[config.mk]
export PLATFORM = sky130hd
export DESIGN_NAME = dram_page_sequencer
export DESIGN_NICKNAME = d
export VERILOG_FILES = /design/src/rtl/seq_pkg.sv /design/src/rtl/seq_ctrl.sv /design/src/rtl/seq_datapath.sv /design/src/rtl/dram_page_sequencer.sv
export SDC_FILE = /design/constraint.sdc
export NUM_CORES = 1
export LEC_CHECK = 0
export BUFFER_PORTS_ARGS = -buffer_cell sky130_fd_sc_hd__buf_2
export CORE_MARGIN = 10
export CORE_UTILIZATION = 40
export DETAILED_ROUTE_END_ITERATION = 8
export GPL_TIMING_DRIVEN = 0
export PLACE_DENSITY_LB_ADDON = 0.08
export SYNTH_ARGS = -nofsm -noshare
export SYNTH_HDL_FRONTEND = slang
export SYNTH_SLANG_ARGS = --single-unit
export TNS_END_PERCENT = 20
[constraint.sdc]
create_clock -name clk -period 5.86 [get_ports clk]
set_input_delay 1.172 -clock clk [delete_from_list [all_inputs] [get_ports clk]]
set_output_delay 1.172 -clock clk [all_outputs]
set_load 0.03 [all_outputs]
[src/rtl/seq_pkg.sv]
package seq_pkg;
  typedef enum logic [2:0] {
    CMD_NOP = 3'd0,
    CMD_ACT = 3'd1,
    CMD_PRE = 3'd2,
    CMD_RD  = 3'd4,
    CMD_WR  = 3'd5,
    CMD_RDA = 3'd6,
    CMD_WRA = 3'd7
  } cmdKind_e;

  // strobes from the controller to the datapath
  typedef struct packed {
    logic     issue;       // a command goes out this cycle
    cmdKind_e kind;        // which command
    logic     fromSecond;  // address taken from the second queue entry
    logic     pop;         // head transaction finished (its CAS issued)
  } ctrlStrobe_t;
endpackage

[src/rtl/seq_ctrl.sv]
module seq_ctrl
  import seq_pkg::*;
#(
  parameter int NUM_BANKS = 4,
  parameter int ROW_W     = 8,
  parameter int COL_W     = 6,
  localparam int BANK_W   = $clog2(NUM_BANKS)
) (
  input  logic                            headValid,
  input  logic [BANK_W-1:0]               headBank,
  input  logic [ROW_W-1:0]                headRow,
  input  logic [COL_W-1:0]                headCol,
  input  logic                            headWrite,
  input  logic                            headAp,
  input  logic                            nextValid,
  input  logic [BANK_W-1:0]               nextBank,
  input  logic [ROW_W-1:0]                nextRow,
  input  logic                            forceAutoPre,
  input  logic                            refreshDue,
  input  logic [NUM_BANKS-1:0]            bankOpen,
  input  logic [NUM_BANKS-1:0][ROW_W-1:0] openRow,
  input  logic [NUM_BANKS-1:0]            bankIdle,
  output ctrlStrobe_t                     strobe,
  output logic [BANK_W-1:0]               selBank
);
  logic apWanted;
  logic found;

  assign apWanted = forceAutoPre ? headCol[3] : headAp;

  always_comb begin
    strobe     = '0;
    strobe.kind = CMD_NOP;
    selBank    = headBank;
    found      = 1'b0;
    if (refreshDue) begin
      // close every open bank, lowest index first; never open a row
      for (int b = 0; b < NUM_BANKS; b++) begin
        if (!found && bankOpen[b] && bankIdle[b]) begin
          found        = 1'b1;
          strobe.issue = 1'b1;
          strobe.kind  = CMD_PRE;
          selBank      = BANK_W'(b);
        end
      end
    end else begin
      if (headValid && bankIdle[headBank]) begin
        strobe.issue = 1'b1;
        if (bankOpen[headBank] && openRow[headBank] == headRow) begin
          strobe.pop = 1'b1;
          if (headWrite) strobe.kind = apWanted ? CMD_WRA : CMD_WR;
          else           strobe.kind = apWanted ? CMD_RDA : CMD_RD;
        end else if (bankOpen[headBank]) begin
          strobe.kind = CMD_PRE;
        end else begin
          strobe.kind = CMD_ACT;
        end
      end
      // look-ahead: precharge a known page miss behind a stalled head
      if (!strobe.issue && nextValid && nextBank != headBank &&
          bankOpen[nextBank] && bankIdle[nextBank] &&
          openRow[nextBank] != nextRow) begin
        strobe.issue      = 1'b1;
        strobe.kind       = CMD_PRE;
        strobe.fromSecond = 1'b1;
        selBank           = nextBank;
      end
    end
  end
endmodule

[src/rtl/seq_datapath.sv]
module seq_datapath
  import seq_pkg::*;
#(
  parameter int NUM_BANKS = 4,
  parameter int ROW_W     = 8,
  parameter int COL_W     = 6,
  parameter int T_RCD     = 4,
  parameter int T_RP      = 4,
  parameter int T_APR     = 6,
  localparam int BANK_W   = $clog2(NUM_BANKS),
  localparam int ENT_W    = BANK_W + ROW_W + COL_W + 2,
  localparam int T_MAX    = (T_RCD > T_RP) ? ((T_RCD > T_APR) ? T_RCD : T_APR)
                                           : ((T_RP > T_APR) ? T_RP : T_APR),
  localparam int TMR_W    = $clog2(T_MAX + 1)
) (
  input  logic                            clk,
  input  logic                            rstN,
  input  logic                            txnValid,
  output logic                            txnReady,
  input  logic [BANK_W-1:0]               txnBank,
  input  logic [ROW_W-1:0]                txnRow,
  input  logic [COL_W-1:0]                txnCol,
  input  logic                            txnWrite,
  input  logic                            txnAutoPre,
  input  logic                            refreshDue,
  input  ctrlStrobe_t                     strobe,
  input  logic [BANK_W-1:0]               selBank,
  output logic                            headValid,
  output logic [BANK_W-1:0]               headBank,
  output logic [ROW_W-1:0]                headRow,
  output logic [COL_W-1:0]                headCol,
  output logic                            headWrite,
  output logic                            headAp,
  output logic                            nextValid,
  output logic [BANK_W-1:0]               nextBank,
  output logic [ROW_W-1:0]                nextRow,
  output logic [NUM_BANKS-1:0]            bankOpen,
  output logic [NUM_BANKS-1:0][ROW_W-1:0] openRow,
  output logic [NUM_BANKS-1:0]            bankIdle,
  output logic                            refreshReady,
  output logic                            cmdValid,
  output logic [2:0]                      cmdType,
  output logic [BANK_W-1:0]               cmdBank,
  output logic [ROW_W-1:0]                cmdRow,
  output logic [COL_W-1:0]                cmdCol
);
  // ---------------- two-entry in-order queue ----------------
  logic [ENT_W-1:0] qMem [2];
  logic [1:0]       qCount, afterPop;
  logic             push;
  logic [COL_W-1:0] nextCol;
  logic             nextWrite, nextAp;

  assign txnReady  = (qCount != 2'd2);
  assign push      = txnValid && txnReady;
  assign afterPop  = qCount - {1'b0, strobe.pop};
  assign headValid = (qCount != 2'd0);
  assign nextValid = (qCount == 2'd2);
  assign {headBank, headRow, headCol, headWrite, headAp} = qMem[0];
  assign {nextBank, nextRow, nextCol, nextWrite, nextAp} = qMem[1];

  always_ff @(posedge clk) begin
    if (!rstN) qCount <= 2'd0;
    else       qCount <= afterPop + {1'b0, push};
  end

  always_ff @(posedge clk) begin
    if (strobe.pop) qMem[0] <= qMem[1];
    if (push)       qMem[afterPop[0]] <= {txnBank, txnRow, txnCol, txnWrite, txnAutoPre};
  end

  // ---------------- per-bank open state and timers ----------------
  logic [ROW_W-1:0] selRow;
  logic [COL_W-1:0] selCol;
  assign selRow = strobe.fromSecond ? nextRow : headRow;
  assign selCol = strobe.fromSecond ? nextCol : headCol;

  logic             openQ [NUM_BANKS];
  logic [ROW_W-1:0] rowQ  [NUM_BANKS];
  logic [TMR_W-1:0] tmrQ  [NUM_BANKS];

  for (genvar b = 0; b < NUM_BANKS; b++) begin : g_bank
    always_ff @(posedge clk) begin
      if (!rstN) begin
        openQ[b] <= 1'b0;
        rowQ[b]  <= '0;
        tmrQ[b]  <= '0;
      end else begin
        if (tmrQ[b] != '0) tmrQ[b] <= tmrQ[b] - 1'b1;
        if (strobe.issue && selBank == BANK_W'(b)) begin
          case (strobe.kind)
            CMD_ACT: begin
              openQ[b] <= 1'b1;
              rowQ[b]  <= selRow;
              tmrQ[b]  <= TMR_W'(T_RCD - 1);
            end
            CMD_PRE: begin
              openQ[b] <= 1'b0;
              tmrQ[b]  <= TMR_W'(T_RP - 1);
            end
            CMD_RDA, CMD_WRA: begin
              openQ[b] <= 1'b0;
              tmrQ[b]  <= TMR_W'(T_APR - 1);
            end
            default: ;
          endcase
        end
      end
    end
    assign bankOpen[b] = openQ[b];
    assign openRow[b]  = rowQ[b];
    assign bankIdle[b] = (tmrQ[b] == '0);
  end

  assign refreshReady = refreshDue && (bankOpen == '0) && (&bankIdle);

  // ---------------- registered command output ----------------
  always_ff @(posedge clk) begin
    if (!rstN) begin
      cmdValid <= 1'b0;
      cmdType  <= CMD_NOP;
      cmdBank  <= '0;
      cmdRow   <= '0;
      cmdCol   <= '0;
    end else begin
      cmdValid <= strobe.issue;
      cmdType  <= strobe.issue ? strobe.kind : CMD_NOP;
      cmdBank  <= selBank;
      cmdRow   <= selRow;
      cmdCol   <= selCol;
    end
  end
endmodule

[src/rtl/dram_page_sequencer.sv]
module dram_page_sequencer
  import seq_pkg::*;
#(
  parameter int NUM_BANKS = 4,
  parameter int ROW_W     = 8,
  parameter int COL_W     = 6,
  parameter int T_RCD     = 4,
  parameter int T_RP      = 4,
  parameter int T_APR     = 6,
  localparam int BANK_W   = $clog2(NUM_BANKS)
) (
  input  logic              clk,
  input  logic              rstN,
  input  logic              txnValid,
  output logic              txnReady,
  input  logic [BANK_W-1:0] txnBank,
  input  logic [ROW_W-1:0]  txnRow,
  input  logic [COL_W-1:0]  txnCol,
  input  logic              txnWrite,
  input  logic              txnAutoPre,
  input  logic              forceAutoPre,
  input  logic              refreshDue,
  output logic              refreshReady,
  output logic              cmdValid,
  output logic [2:0]        cmdType,
  output logic [BANK_W-1:0] cmdBank,
  output logic [ROW_W-1:0]  cmdRow,
  output logic [COL_W-1:0]  cmdCol
);
  ctrlStrobe_t                     strobe;
  logic [BANK_W-1:0]               selBank, headBank, nextBank;
  logic [ROW_W-1:0]                headRow, nextRow;
  logic [COL_W-1:0]                headCol;
  logic                            headValid, headWrite, headAp, nextValid;
  logic [NUM_BANKS-1:0]            bankOpen, bankIdle;
  logic [NUM_BANKS-1:0][ROW_W-1:0] openRow;

  seq_ctrl #(.NUM_BANKS(NUM_BANKS), .ROW_W(ROW_W), .COL_W(COL_W)) u_ctrl (
    .headValid(headValid), .headBank(headBank), .headRow(headRow),
    .headCol(headCol), .headWrite(headWrite), .headAp(headAp),
    .nextValid(nextValid), .nextBank(nextBank), .nextRow(nextRow),
    .forceAutoPre(forceAutoPre), .refreshDue(refreshDue),
    .bankOpen(bankOpen), .openRow(openRow), .bankIdle(bankIdle),
    .strobe(strobe), .selBank(selBank)
  );

  seq_datapath #(.NUM_BANKS(NUM_BANKS), .ROW_W(ROW_W), .COL_W(COL_W),
                 .T_RCD(T_RCD), .T_RP(T_RP), .T_APR(T_APR)) u_dp (
    .clk(clk), .rstN(rstN), .txnValid(txnValid), .txnReady(txnReady),
    .txnBank(txnBank), .txnRow(txnRow), .txnCol(txnCol),
    .txnWrite(txnWrite), .txnAutoPre(txnAutoPre), .refreshDue(refreshDue),
    .strobe(strobe), .selBank(selBank),
    .headValid(headValid), .headBank(headBank), .headRow(headRow),
    .headCol(headCol), .headWrite(headWrite), .headAp(headAp),
    .nextValid(nextValid), .nextBank(nextBank), .nextRow(nextRow),
    .bankOpen(bankOpen), .openRow(openRow), .bankIdle(bankIdle),
    .refreshReady(refreshReady), .cmdValid(cmdValid), .cmdType(cmdType),
    .cmdBank(cmdBank), .cmdRow(cmdRow), .cmdCol(cmdCol)
  );
endmodule

==> results.ini <==
[clocking]
post_cts_resize_count = 0
numCtsBuffers = 9
cts_num_sinks = 106
post-cts-setup-buffer-count = 0
tritoncts = yes
cts-root-buf = clkbuf_16
holdBufCountCts = 0
clk_path_buf_depth = 2
htreeDepth = 3
clk_pin_slew_worst_paths_ns = 0.07
worst_skew_pair.late_latency_ns = 0.36

[logic_synthesis]
synth.yosys.seq_area_share = 0.5573
syn_inst = 410
synth_area_um2 = 5299
synth_ff_type = edfxtp_1
synthArstFlopShare = 0
yosysUniqueCellTypes = 58
yosys_warnings = 0
syn_area_per_cell_um2 = 12.92
synth_edf_count = 83
netlist.area_leader.share = 0.4704
yosysTopAreaCell = edfxtp_1
synth_nets = 444
netlist_top_cells_area = edfxtp_1, dfxtp_1, mux4_2
synthTopCellsByCount = edfxtp_1, nor3_1, nor2_1
ys_ff_latch = 106
yosysMostFrequentCell = edfxtp_1

[flow_run]
drv_cap = 0

[grt]
globalRouteTotalUtil = 0.1540
antenna_found_initial = 0
grt_max_degree = 20
grt_pass1_wl_mm = 21.47
grt-ovfl-total = 0
grt_pass1_vias = 3721

[floorplan]
core_um2 = 12770
chipWidth_um = 135.1
die_height_um = 135.1
placementRows = 41
ioPinCount = 45
start_util = 0.4148
dieArea_um2 = 18250

[sta]
fin_setup_tns_ns = 0
clock.fmax_mhz = 237.8
tightestPinTransition_ns = 1.085
final.min_clock_period_ns = 4.204
period_share = 0.7175
slew_viol_final = 0
finalClockSkew_ns = 0.01162
hold_viol = 0
rsz0062_at_grt = false
setup_slack_ns = 1.656
slew_headroom = 0.2770
setup_viol = 0

[pwr]
total_power_uw = 2139
p_leak_uw = 0.002185
peakVddDrop_mv = 0.2293
p_per_area_nw_per_um2 = 354.2

[detailed_routing]
route.final.wire_length_mm = 13.72
via_per_inst = 5.646
routed_wire_length_per_instance_um = 21.36
drc_errors = 0
dr.pass1.iters = 5
antenna_left = 0
dr_total_vias = 3625
drt_first_iter_violations = 306

[status]
status = completed

[critical_path]
critPathMaxFanout = 18
reg2reg_depth = 9
crit_type = reg2reg
worstPathArrival_ns = 4.19
r2r_end = u_dp.qMem[0][14]$_DFFE_PP_
required_ns = 5.85
critPathCaptureType = register
timing.rr.start = u_dp.qMem[0][17]$_DFFE_PP_
start_kind = register
r2r_slack_ns = 1.66

[placement]
place.gp.congestion = 0.8309
dp_worst_setup_slack_ns = 1.647
numPlacedInstances = 626
portBuffers = 44
dp_hpwl_mm = 9.618

[hold_path]
worstHoldStart = u_dp.qMem[0][2]$_DFFE_PP_
holdPathEnd = u_dp.cmdCol[0]$_SDFF_PN0_
holdCritPathClass = reg2reg
worstHoldPathCells = 2

[cells_and_area]
fin_cells = 642
drive_gt1_frac = 0.2277
synthToLayoutAreaGrowth_pct = 13.93
layout.nets = 499
antenna_cells = 0
fillers = 1161
final_core_util = 0.4726

## logic make-up (layout without fill, tap and decap cells)
kind of cell	after synthesis	in the layout	synth area share
flops	106	106	0.5573
mux	53	53	0.1523
xor+xnor	19	19	0.03282
compound gates	49	49	0.06564
buf+inv	41	101	0.03967
fa+ha+maj	11	11	0.02597
simple gates	131	131	0.1263
## report_power, final
| part | switching, uW | internal (uW) | total [uW] | leakage, uW |
|---|---|---|---|---|
| clock | 287 | 337 | 624 | 0.000141 |
| sequential | 44.8 | 927 | 972 | 0.00102 |
| combinational | 324 | 219 | 543 | 0.00102 |
## sequential cells by signal, summed over array words and instances (netlist names)
signal / count
u_dp.tmrQ: 12
u_dp.cmdValid: 1
u_dp.qMem: 36
u_dp.rowQ: 32
u_dp.qCount: 2
u_dp.cmdRow: 8
u_dp.cmdType: 3
u_dp.openQ: 4
u_dp.cmdBank: 2
u_dp.cmdCol: 6
## area by class of cell
type | count | area [um^2] | area share
buffer | 23 | 142.6 | 0.02363
clock buffer | 10 | 229.0 | 0.03793
clock inverter | 6 | 73.82 | 0.01223
inverter | 18 | 67.56 | 0.01119
multi-input combinational | 263 | 2136 | 0.3538
sequential | 106 | 2953 | 0.4891
tap | 172 | 215.2 | 0.03565
timing repair buffer | 44 | 220.2 | 0.03648
## how the worst max path moves through the flow
stage                            endpoint  depth (start not counted)                       start  slack [ns]
2_1_floorplan                refreshReady                          3                  refreshDue        2.25
3_3_place_gp    u_dp.qMem[0][9]$_DFFE_PP_                          9  u_dp.qMem[0][17]$_DFFE_PP_        1.60
3_5_place_dp    u_dp.qMem[0][9]$_DFFE_PP_                          9  u_dp.qMem[0][17]$_DFFE_PP_        1.65
4_1_cts        u_dp.qMem[0][14]$_DFFE_PP_                          9  u_dp.qMem[0][17]$_DFFE_PP_        1.63
5_1_grt        u_dp.qMem[0][14]$_DFFE_PP_                          9  u_dp.qMem[0][17]$_DFFE_PP_        1.45
6_report       u_dp.qMem[0][14]$_DFFE_PP_                          9  u_dp.qMem[0][17]$_DFFE_PP_        1.66
## placed cells by master, fill, tap and decap left out, types with 3 or more instances in the layout
cell type  count
a21oi_1        9
xnor2_1       17
mux4_1         8
nor2_1        35
mux2i_1       18
buf_6          4
mux2_2        17
ha_1          11
mux4_2        10
buf_2         46
and2_1         7
clkbuf_16      9
or2_2          3
or3_1          3
a211oi_1       3
edfxtp_1      83
nor3_1        37
dfxtp_1       23
nand2b_1       5
o21ai_0        8
nand4_1        5
clkbuf_1      13
o22ai_1        4
o211ai_1       6
inv_1         18
nand2_1       18
## metal layers
metal	share of wire	vias to the layer above	GRT usage	wire length, um
li1	-	1655	-	-
met1	0.46	1814	0.2038	6241
met2	0.46	144	0.2409	6345
met3	0.072	12	0.04785	989
met4	0.010	0	0.03469	140
met5	0	-	0	0
## critical path: stages (launching register included)
cell      delay (ns)
edfxtp_1        0.44
buf_1           0.63
mux4_2          0.42
xnor2_1         0.31
nand4_1         0.24
nor3_1          0.29
ha_1            0.20
ha_1            0.16
clkbuf_1        0.57
or2_2           0.58
## per-stage QoR
step | hold WS [ns] | cell area, um^2
final | 0.4833 | 6037
after global routing | 0.5208 | 6037
after CTS | 0.4891 | 6037
after detailed placement | 0.4712 | 5734
after global placement | 0.4628 | 5734
after floorplan | 0.4525 | 5299
Note: power is estimated with default switching activity, not from simulation.
